[src/rtl/l2tag_pkg.sv]
package l2tag_pkg;
  localparam int NWAYS   = 8;
  localparam int TAG_W   = 8;
  localparam int SET_W   = 4;
  localparam int NSETS   = 1 << SET_W;
  localparam int WAY_W   = $clog2(NWAYS);
  localparam int LVL     = WAY_W;
  localparam int SHIFT_W = 2;
  localparam int MAX_SHIFT = LVL - 1;

  typedef enum logic [1:0] {
    LS_INV = 2'd0,
    LS_SHR = 2'd1,
    LS_EXC = 2'd2,
    LS_MOD = 2'd3
  } line_st_e;

  // one combined record per set: tags, states and tree bits together
  typedef struct packed {
    logic [NWAYS-1:0][TAG_W-1:0] tag;
    logic [NWAYS-1:0][1:0]       st;
    logic [NWAYS-2:0]            plru;
  } set_ent_t;

  function automatic int act_ways(input logic [SHIFT_W-1:0] s);
    return NWAYS >> s;
  endfunction
endpackage

[src/rtl/l2tag_plru.sv]
module l2tag_plru
  import l2tag_pkg::*;
(
  input  logic [NWAYS-2:0]   bits_i,
  input  logic [SHIFT_W-1:0] shift_i,
  input  logic [WAY_W-1:0]   touch_i,
  output logic [WAY_W-1:0]   victim_o,
  output logic [NWAYS-2:0]   bits_o
);
  // victim search starts at the root of the subtree that covers the active ways
  always_comb begin
    int n;
    n = (1 << shift_i) - 1;
    for (int lv = 0; lv < LVL; lv++) begin
      if (lv >= int'(shift_i)) n = 2 * n + 1 + int'(bits_i[n]);
    end
    victim_o = WAY_W'(n - (NWAYS - 1));
  end

  // every node on the path to the touched way is turned away from it
  always_comb begin
    bits_o = bits_i;
    for (int lv = 0; lv < LVL; lv++) begin
      int n;
      n = (1 << lv) - 1 + (int'(touch_i) >> (LVL - lv));
      bits_o[n] = ~touch_i[LVL-1-lv];
    end
  end
endmodule

[src/rtl/l2tag_lookup.sv]
module l2tag_lookup
  import l2tag_pkg::*;
(
  input  logic               clk,
  input  logic               rst_n,
  input  logic               chk_en,
  input  set_ent_t           ent_i,
  input  logic [TAG_W-1:0]   tag_i,
  input  logic               wr_i,
  input  logic [SHIFT_W-1:0] shift_i,
  output logic               hit_o,
  output logic [WAY_W-1:0]   way_o,
  output logic               ev_o,
  output logic               dirty_o,
  output logic [TAG_W-1:0]   evtag_o,
  output set_ent_t           ent_o
);
  logic [NWAYS-1:0] act, match, free;
  logic [WAY_W-1:0] hit_way, free_way, plru_vic;
  logic [NWAYS-2:0] plru_nx;
  logic             has_free;

  always_comb begin
    for (int i = 0; i < NWAYS; i++) begin
      act[i]   = (i < act_ways(shift_i));
      match[i] = act[i] && (ent_i.st[i] != LS_INV) && (ent_i.tag[i] == tag_i);
      free[i]  = act[i] && (ent_i.st[i] == LS_INV);
    end
  end

  always_comb begin
    hit_way  = '0;
    free_way = '0;
    for (int i = NWAYS - 1; i >= 0; i--) begin
      if (match[i]) hit_way  = WAY_W'(i);
      if (free[i])  free_way = WAY_W'(i);
    end
  end

  assign hit_o    = |match;
  assign has_free = |free;
  assign way_o    = hit_o ? hit_way : (has_free ? free_way : plru_vic);
  assign ev_o     = !hit_o && !has_free;
  assign dirty_o  = ev_o && (ent_i.st[way_o] == LS_MOD);
  assign evtag_o  = ent_i.tag[way_o];

  l2tag_plru u_plru (
    .bits_i   (ent_i.plru),
    .shift_i  (shift_i),
    .touch_i  (way_o),
    .victim_o (plru_vic),
    .bits_o   (plru_nx)
  );

  always_comb begin
    ent_o      = ent_i;
    ent_o.plru = plru_nx;
    if (hit_o) begin
      if (wr_i) ent_o.st[way_o] = LS_MOD;
    end else begin
      ent_o.tag[way_o] = tag_i;
      ent_o.st[way_o]  = wr_i ? LS_MOD : LS_EXC;
    end
  end

  AST_SINGLE_MATCH: assert property (@(posedge clk) disable iff (!rst_n)
    chk_en |-> $onehot0(match));
  AST_WAY_ACTIVE: assert property (@(posedge clk) disable iff (!rst_n)
    chk_en |-> act[way_o]);
endmodule

[src/rtl/l2tag_flush.sv]
module l2tag_flush
  import l2tag_pkg::*;
(
  input  logic                          clk,
  input  logic                          rst_n,
  input  logic                          chop_req_i,
  input  logic [SHIFT_W-1:0]            cfg_shift_i,
  input  logic                          pipe_idle_i,
  input  logic [NWAYS-1:0][TAG_W-1:0]   rd_tag_i,
  input  logic [NWAYS-1:0][1:0]         rd_st_i,
  input  logic                          wb_ready_i,
  output logic [SET_W-1:0]              walk_set_o,
  output logic [WAY_W-1:0]              walk_way_o,
  output logic                          inv_o,
  output logic                          wb_valid_o,
  output logic [SET_W-1:0]              wb_set_o,
  output logic [WAY_W-1:0]              wb_way_o,
  output logic [TAG_W-1:0]              wb_tag_o,
  output logic                          busy_o,
  output logic                          hold_o,
  output logic                          done_o,
  output logic [SHIFT_W-1:0]            act_shift_o
);
  typedef enum logic [1:0] {FL_IDLE, FL_WALK, FL_WB, FL_DONE} fl_st_e;

  fl_st_e             fsm;
  logic [SHIFT_W-1:0] cur_shift, new_shift;
  logic [SET_W-1:0]   wset;
  logic [WAY_W-1:0]   wway;
  logic               shift_ok, dirty, step, last_way, last_set;

  assign shift_ok = cfg_shift_i <= SHIFT_W'(MAX_SHIFT);
  assign dirty    = rd_st_i[wway] == LS_MOD;
  assign step     = (fsm == FL_WALK && !dirty) || (fsm == FL_WB && wb_ready_i);
  assign last_way = int'(wway) == act_ways(cur_shift) - 1;
  assign last_set = int'(wset) == NSETS - 1;

  always_ff @(posedge clk) begin
    if (!rst_n) begin
      fsm       <= FL_IDLE;
      cur_shift <= '0;
      new_shift <= '0;
      wset      <= '0;
      wway      <= '0;
    end else begin
      case (fsm)
        FL_IDLE: begin
          if (chop_req_i && shift_ok && pipe_idle_i) begin
            new_shift <= cfg_shift_i;
            wset      <= '0;
            wway      <= WAY_W'(act_ways(cfg_shift_i));
            if (cfg_shift_i <= cur_shift) begin
              cur_shift <= cfg_shift_i;
              fsm       <= FL_DONE;
            end else begin
              fsm <= FL_WALK;
            end
          end
        end
        FL_WALK, FL_WB: begin
          if (fsm == FL_WALK && dirty) fsm <= FL_WB;
          if (step) begin
            if (last_way) begin
              wway <= WAY_W'(act_ways(new_shift));
              if (last_set) begin
                cur_shift <= new_shift;
                fsm       <= FL_DONE;
              end else begin
                wset <= wset + SET_W'(1);
                fsm  <= FL_WALK;
              end
            end else begin
              wway <= wway + WAY_W'(1);
              fsm  <= FL_WALK;
            end
          end
        end
        FL_DONE: if (!chop_req_i) fsm <= FL_IDLE;
        default: fsm <= FL_IDLE;
      endcase
    end
  end

  assign walk_set_o  = wset;
  assign walk_way_o  = wway;
  assign inv_o       = step;
  assign wb_valid_o  = fsm == FL_WB;
  assign wb_set_o    = wset;
  assign wb_way_o    = wway;
  assign wb_tag_o    = rd_tag_i[wway];
  assign busy_o      = (fsm == FL_WALK) || (fsm == FL_WB);
  assign hold_o      = busy_o || (fsm == FL_IDLE && chop_req_i && shift_ok);
  assign done_o      = fsm == FL_DONE;
  assign act_shift_o = cur_shift;

  AST_WB_HOLD: assert property (@(posedge clk) disable iff (!rst_n)
    wb_valid_o && !wb_ready_i |=> wb_valid_o && $stable(wb_set_o) && $stable(wb_way_o) && $stable(wb_tag_o));
  AST_WB_FROM_DISABLED: assert property (@(posedge clk) disable iff (!rst_n)
    wb_valid_o |-> int'(wb_way_o) >= act_ways(new_shift));
  AST_MASK_AT_DONE: assert property (@(posedge clk) disable iff (!rst_n)
    !$stable(cur_shift) |-> done_o);
  AST_DONE_HOLD: assert property (@(posedge clk) disable iff (!rst_n)
    done_o && chop_req_i |=> done_o);
endmodule

[src/rtl/l2tag_ctrl.sv]
module l2tag_ctrl
  import l2tag_pkg::*;
(
  input  logic               clk,
  input  logic               rst_n,
  input  logic               req_valid,
  output logic               req_ready,
  input  logic               req_write,
  input  logic [SET_W-1:0]   req_set,
  input  logic [TAG_W-1:0]   req_tag,
  output logic               resp_valid,
  input  logic               resp_ready,
  output logic               resp_hit,
  output logic [WAY_W-1:0]   resp_way,
  output logic               resp_evict,
  output logic               resp_dirty,
  output logic [TAG_W-1:0]   resp_evict_tag,
  input  logic [SHIFT_W-1:0] cfg_shift,
  input  logic               chop_req,
  output logic               chop_done,
  output logic               wb_valid,
  input  logic               wb_ready,
  output logic [SET_W-1:0]   wb_set,
  output logic [WAY_W-1:0]   wb_way,
  output logic [TAG_W-1:0]   wb_tag,
  output logic [NWAYS-1:0]   way_pd
);
  set_ent_t arr [NSETS];

  // stage 1: record captured on acceptance
  logic               s1_valid, s1_write;
  logic [SET_W-1:0]   s1_set;
  logic [TAG_W-1:0]   s1_tag;
  set_ent_t           s1_ent;

  // response register
  logic               rv_q, rhit_q, rev_q, rdirty_q;
  logic [WAY_W-1:0]   rway_q;
  logic [TAG_W-1:0]   retag_q;

  logic               adv, acc, lk_we;
  logic               lk_hit, lk_ev, lk_dirty;
  logic [WAY_W-1:0]   lk_way;
  logic [TAG_W-1:0]   lk_etag;
  set_ent_t           lk_ent;

  logic               fl_inv, fl_busy, fl_hold;
  logic [SET_W-1:0]   fl_set;
  logic [WAY_W-1:0]   fl_way;
  logic [SHIFT_W-1:0] act_shift;

  assign adv       = !rv_q || resp_ready;
  assign req_ready = adv && !fl_hold;
  assign acc       = req_valid && req_ready;
  assign lk_we     = s1_valid && adv;

  always_ff @(posedge clk) begin
    if (!rst_n) begin
      s1_valid <= 1'b0;
      rv_q     <= 1'b0;
    end else if (adv) begin
      s1_valid <= acc;
      rv_q     <= s1_valid;
    end
  end

  always_ff @(posedge clk) begin
    if (adv) begin
      if (acc) begin
        s1_write <= req_write;
        s1_set   <= req_set;
        s1_tag   <= req_tag;
        // same set still being written: take the updated record
        s1_ent   <= (s1_valid && s1_set == req_set) ? lk_ent : arr[req_set];
      end
      if (s1_valid) begin
        rhit_q   <= lk_hit;
        rway_q   <= lk_way;
        rev_q    <= lk_ev;
        rdirty_q <= lk_dirty;
        retag_q  <= lk_etag;
      end
    end
  end

  always_ff @(posedge clk) begin
    if (!rst_n) begin
      for (int s = 0; s < NSETS; s++) arr[s] <= '0;
    end else if (lk_we) begin
      arr[s1_set] <= lk_ent;
    end else if (fl_inv) begin
      arr[fl_set].st[fl_way] <= LS_INV;
    end
  end

  l2tag_lookup u_lookup (
    .clk     (clk),
    .rst_n   (rst_n),
    .chk_en  (s1_valid),
    .ent_i   (s1_ent),
    .tag_i   (s1_tag),
    .wr_i    (s1_write),
    .shift_i (act_shift),
    .hit_o   (lk_hit),
    .way_o   (lk_way),
    .ev_o    (lk_ev),
    .dirty_o (lk_dirty),
    .evtag_o (lk_etag),
    .ent_o   (lk_ent)
  );

  l2tag_flush u_flush (
    .clk         (clk),
    .rst_n       (rst_n),
    .chop_req_i  (chop_req),
    .cfg_shift_i (cfg_shift),
    .pipe_idle_i (!s1_valid && !rv_q),
    .rd_tag_i    (arr[fl_set].tag),
    .rd_st_i     (arr[fl_set].st),
    .wb_ready_i  (wb_ready),
    .walk_set_o  (fl_set),
    .walk_way_o  (fl_way),
    .inv_o       (fl_inv),
    .wb_valid_o  (wb_valid),
    .wb_set_o    (wb_set),
    .wb_way_o    (wb_way),
    .wb_tag_o    (wb_tag),
    .busy_o      (fl_busy),
    .hold_o      (fl_hold),
    .done_o      (chop_done),
    .act_shift_o (act_shift)
  );

  always_comb begin
    for (int i = 0; i < NWAYS; i++) way_pd[i] = !(i < act_ways(act_shift));
  end

  assign resp_valid     = rv_q;
  assign resp_hit       = rhit_q;
  assign resp_way       = rway_q;
  assign resp_evict     = rev_q;
  assign resp_dirty     = rdirty_q;
  assign resp_evict_tag = retag_q;

  AST_RESP_HOLD: assert property (@(posedge clk) disable iff (!rst_n)
    resp_valid && !resp_ready |=> resp_valid && $stable(resp_way) && $stable(resp_hit) && $stable(resp_evict_tag));
  AST_NO_ACCEPT_STALL: assert property (@(posedge clk) disable iff (!rst_n)
    resp_valid && !resp_ready |-> !req_ready);
  AST_HIT_ENABLED: assert property (@(posedge clk) disable iff (!rst_n)
    resp_valid |-> !way_pd[resp_way]);
  AST_BUSY_BLOCKS: assert property (@(posedge clk) disable iff (!rst_n)
    fl_busy |-> !req_ready);
endmodule

[config.mk]
export PLATFORM = sky130hd
export DESIGN_NAME = l2tag_ctrl
export DESIGN_NICKNAME = d
export VERILOG_FILES = /design/src/rtl/l2tag_pkg.sv /design/src/rtl/l2tag_plru.sv /design/src/rtl/l2tag_lookup.sv /design/src/rtl/l2tag_flush.sv /design/src/rtl/l2tag_ctrl.sv
export SDC_FILE = /design/constraint.sdc
export NUM_CORES = 2
export LEC_CHECK = 0
export BUFFER_PORTS_ARGS = -buffer_cell sky130_fd_sc_hd__buf_2
export CORE_UTILIZATION = 55
export DETAILED_ROUTE_END_ITERATION = 12
export PLACE_DENSITY_LB_ADDON = 0.3
export SKIP_LAST_GASP = 1
export SYNTH_ARGS = -nofsm -noshare
export SYNTH_HDL_FRONTEND = slang
export SYNTH_HIERARCHICAL = 1
export SYNTH_SLANG_ARGS = --single-unit
[constraint.sdc]
create_clock -name clk -period 11.26 [get_ports clk]
set_input_delay 1.126 -clock clk [delete_from_list [all_inputs] [get_ports clk]]
set_output_delay 1.126 -clock clk [all_outputs]
set_load 0.05 [all_outputs]
== Word-level counts from Yosys, hierarchy flattened ==
Memories as Yosys holds them, arrays and structs flattened. A register that Yosys moved wholly into a read port is not among the register bits.
Cells that the tools add are included.
W data, S select, Z words.
Operators by class
  bitwise gates (word level): 4
  muxes and demuxes: 96
  multipliers: 0
  $lt $le $gt $ge: 24
  reductions and logical operators: 90
  add/sub/neg operators: 13
  shift operators: 4
  divide/modulo/power cells: 0
  equal/unequal tests: 24
Operators by type and width (count)
  $mux W87: 3
  $reduce_or A87 Y1: 2
  $lt A32 B5 Y1 const B: 4
  $lt A4 B32 Y1 const A: 4
  $mux W3: 22
  $add A32 B2 Y32: 2
  $add A32 B2 Y32 const B: 2
  $bwmux W64: 1
  $eq A8 B8 Y1: 8
  $lt A3 B32 Y1 const A: 2
  $mux W32: 2
  $mux W64: 1
  $sub A32 B2 Y32 const B: 2
  $bmux W8 S3: 2
  $mux W16: 3
  $logic_and A1 B1 Y1: 42
  $eq A4 B32 Y1: 1
  $ge A32 B1 Y1 const B: 1
  $lt A1 B32 Y1 const A: 1
  $lt A2 B32 Y1 const A: 1
  $mux W2: 16
  $mux W4: 8
  $shl A1 B2 Y32 const A: 1
  $shr A4 B2 Y32 const A: 1
  49 further kinds: 123
Storage, ports and cells
  memories kept: 1
  output and inout bits: 41
  word-level logic and storage cells: 288
  register bits: 129
  memory bits (read-only): 0
  RAM bits: 1392
  bits in latches: 0
  bits of input ports: 21
Memory list
  arr: depth 16, bits a word 87, read ports 2, clocked after Yosys merged registers in 1, write ports 16, line l2tag_ctrl.sv:28  | set_ent_t arr [NSETS];

== Longest topological paths before layout ==
  depth in word-level cells: 29
  mapped depth: 26
  gate-level depth less buffers: 24

== Hierarchy ==
Netlist, hierarchy kept.
By module, submodules not included
  l2tag_ctrl: times used 1, area an instance 75810.2 µm², cells each 4973, seq. area each 45263.4 µm²
  l2tag_lookup: times used 1, area an instance 2800.2 µm², cells each 354, seq. area each 0.0 µm²
  l2tag_flush: times used 1, area an instance 1706.6 µm², cells each 179, seq. area each 260.2 µm²
  l2tag_plru: times used 1, area an instance 495.5 µm², cells each 69, seq. area each 0.0 µm²

== Worst setup path before layout ==
Ideal clock, no wire load.
  kind: reg2reg
  start: register u_flush.wset[0], in the netlist u_flush/walk_set_o[0]
  end: memory arr[4][0] (netlist name) (enable)
  period minus slack after synthesis: 9.729 ns
  buffers on the path: 6
  required time: 10.655 ns
  arrival: 9.124 ns
  setup slack: 1.531 ns
  stages on the path, launching flop included: 17
  cell sequence: dfxtp_1 -> clkbuf_1 -> clkbuf_1 -> buf_2 -> mux4_2 -> mux4_2 -> nand3_1 -> o21ai_0 -> a2111oi_4 -> a311o_1 -> nand2_4 -> a21o_1 -> buf_4 -> mux2i_1 -> buf_2 -> buf_2 -> o31ai_1
RTL lines
  start: declaration: line l2tag_flush.sv:28  | logic [SET_W-1:0] wset;
  start signal: assignment: line l2tag_flush.sv:69  | wset <= wset + SET_W'(1);
  end: declaration: line l2tag_ctrl.sv:28

==> results by group <==
Run status
  – Outcome: finished clean

Clocking
  – CTS resizes: 0
  – Latest clock arrival within the worst-skew pair: 0.83 ns
  – TritonCTS clock tree: built
  – CTS Hold Bufs: 0
  – # H-tree levels: 4
  – Clock transition at the registers of the reported paths: 0.06 ns
  – Clock buffer depth: 3
  – Setup bufs post-CTS: 0
  – Total CTS buffers: 158
  – Clock Sinks: 1,521
  – CTS root buf: clkbuf_16

Power and ir drop
  – Sw Share: 36.5%
  – Flop pwr share: 40.3%
  – Clk network pwr share: 29.6%
  – Pint: 11.2 mW
  – Leakage Power: 27.4 nW
  – Sw power: between 6 and 7 mW
  – PwrDens: 203 mW/mm^2
  – Gate power share: around 30%
  – Worst vdd ir: 0.236 mV

Timing
  – Max-slew violation count: 0
  – Final Cycle Share: 70.9%
  – Unrepaired setup endpoints after global routing: false
  – Final TNS setup: 0 ns
  – Tmin final: around 8 ns
  – Highest clock rate: 125 MHz
  – Slew HR: around 6.4%
  – # setup viols final: 0
  – Clock skew: 0.0406 ns
  – Final Hold Vio Count: 0
  – Measured slew at the worst slew-check pin: 1.40 ns

Layout
  – Final nets: ~5.3k
  – Share of cells above drive strength 1: approximately a quarter
  – Final instance area: 0.0872 sq mm
  – Area Overhead vs Synth: 7.91%

Detailed routing
  – Final WL: 259,000 um
  – Per-cell routed wire length: ~35 um
  – DRC violation count after routing: 0
  – Via-to-Cell Ratio: 7.56
  – DR vias: 55.3k
  – TritonRoute pass-1 iters: 8
  – 1st-iter DRT viols: 8,443
  – Post-route ant nets: 0

Critical path
  – Required time of the critical path: roughly 12 ns
  – Worst R2R Start: u_flush/walk_set_o[0]
  – Critical Path AT: 8.46 ns
  – Crit path to: arr[1][52]
  – Crit Path Category: register to register
  – Crit. End Element: register
  – Startpoint Class: register
  – Reg2Reg Setup Slack: 3.28 ns
  – Worst reg2reg path endpoint: arr[1][52]
  – Crit Path Max Fanout: 62
  – Worst setup path startpoint: u_flush/walk_set_o[0]
  – R2r worst-path depth: 15

Logic synthesis
  – Warnings from Yosys: 6
  – Post-synthesis sequential area ratio: 56.3%
  – Simple-gate share of the synthesized area: 10.5%
  – Share of the synthesized area in the top cell type: 56.0%
  – Mapped Nets: 5,611
  – Yosys cell types: 94
  – Top cells by count, synth: edfxtp_1 (1,506), nor3_1 (819), mux4_2 (758)
  – Count leader, synth: edfxtp_1
  – Post-synth EDFFs: 1,506
  – Avg Cell Area, Syn: 14.5 sq um
  – Mux share of post-synthesis cell area: 24.0%
  – XOR/XNOR share of the synthesized area: 0.769%
  – Post-synth ARST share: 0%
  – Dominant combinational cell family by area after synthesis: multiplexers
  – Synthesized area: 0.0808 sq mm
  – Synth Area in Compound Gates: 4.43%
  – Adder-cell area share of the yosys netlist: 0.232%
  – Cell taking the most area after synthesis: edfxtp_1
  – Synth Flop Type: edfxtp_1
  – Largest cells by area after synthesis: edfxtp_1 (56%), mux4_2 (21%), nor3_1 (5.1%)
  – Yosys reg bits: 1,521
  – Post-Synthesis Cells: 5,575

Place
  – Gpl congestion: 0.975
  – DPL Wire Length: around 140,000 um
  – PortBufs: 60
  – Post-DP Area: between 0.08 and 0.09 sq mm

Global routing
  – GRT Overall Usage: 35.1%
  – First-pass GRT wire length: 374,000 um
  – Antenna violations before repair: 4
  – Largest net degree at the start of global routing: 210
  – Total congestion overflow: 0
  – Vias in the first global route: ~55k

Die
  – Core Box Area: 0.146 sq mm
  – Cell Rows: 140
  – Io pins: 62
  – Die Ht: 385 um
  – Die Span X: 385 um
  – Initial core utilization: roughly 55%
  – Die ar.: 0.148 sq mm

Hold path
  – Hold path cells: 2
  – Hold Crit Class: register to register

Job
  – Maxcap violations: 0
## layout by cell type (no fill, tap or decap), drive strengths merged, types with 15 or more instances in the layout
master  count
edfxtp   1506
nor3      824
mux4      765
nor2      629
nand2     233
clkbuf    187
a22oi     183
buf       182
mux2      164
o31ai      98
o21ai      84
clkinv     70
xor2       46
inv        44
nand3      35
a21oi      29
mux2i      28
xnor2      25
nand4      16
nor4       16
ha         15
nor2b      15
dfxtp      15
## final cells by class
class,count,area (sq um)
Fill cell,10900,58500
Sequential cell,1521,45500
Multi-Input combinational cell,3369,32700
Clock buffer,187,4060
Tap cell,1917,2400
Timing Repair Buffer,182,1380
Clock inverter,95,1000
Inverter,37,141
Antenna cell,2,5.00
## routing by layer
| layer | share of wire (%) | GRT usage, % | up-vias | routed length [um] |
|---|---|---|---|---|
| met5 | 0.027 | 0.195 | - | 71 |
| met4 | 5.6 | 16.9 | 10 | 14600 |
| met3 | 16 | 10.3 | 893 | 41100 |
| met2 | 45 | 52.7 | 4867 | 116000 |
| met1 | 34 | 47.3 | 27900 | 87500 |
| li1 | - | - | 21600 | - |
## cells by family after synthesis
group	after synthesis
mux	957
compound gates	490
buf+inv	685
xor+xnor	71
other cells	1
flops	1521
simple gates	1835
fa+ha+maj	15
## power by group through the flow
stage | logic (mW) | clock network, mW | registers [mW]
floorplan | 3.57 | 0 | 7.03
global placement | 5.09 | 0 | 7.18
detailed placement | 5.14 | 0 | 7.21
CTS | 5.16 | 5.23 | 7.10
global route | 5.46 | 5.43 | 7.15
finish | 5.33 | 5.22 | 7.12
## through the flow
stage                     power (mW)  hold slack (ns)  std cells  setup slack (ns)  utilization, %
final                           17.7            0.529       7310              3.28            59.8
after global routing            18.0            0.534       7308              3.01            59.8
after CTS                       17.5            0.509       7308              3.23            59.8
after detailed placement        12.4            0.520       7026              3.41            56.4
after global placement          12.3            0.505       7026              3.47            56.4
after floorplan                 10.6            0.480       5575              1.53               -
## worst min path at each step
stage	slack, ns	from	to
after floorplan	0.48	u_flush/fsm[0]	u_flush/fsm[0]
after global placement	0.50	u_flush/fsm[0]	u_flush/fsm[0]
after detailed placement	0.52	u_flush/fsm[1]	u_flush/fsm[1]
after CTS	0.51	req_tag[6]	s1_tag[6]
after global routing	0.53	req_tag[6]	s1_tag[6]
final	0.53	u_flush/fsm[1]	u_flush/fsm[1]
## worst max-delay path, cell delays in order, from the launching register on
cell and delay, ns:
dfxtp_4 0.80, buf_4 0.86, mux4_2 0.61, mux4_2 0.48, nand2_1 0.11, o21ai_0 0.14, a2111oi_4 0.52, a311o_1 0.32
nand2_4 0.13, a21o_1 0.21, buf_4 0.29, a21oi_4 0.23, buf_4 0.76, buf_4 0.94, buf_4 0.90, nor3_1 0.13
## flip-flops by register name (all words and copies together) (netlist names)
name,flops
resp_hit,1
s1_valid,1
s1_ent,87
u_flush/act_shift_o,2
s1_set,4
u_flush/walk_way_o,3
resp_valid,1
u_flush/new_shift,2
u_flush/fsm,2
s1_tag,8
s1_write,1
arr,1392
resp_dirty,1
resp_way,3
u_flush/walk_set_o,4
resp_evict_tag,8
resp_evict,1
(Power assumes the default switching activity.)
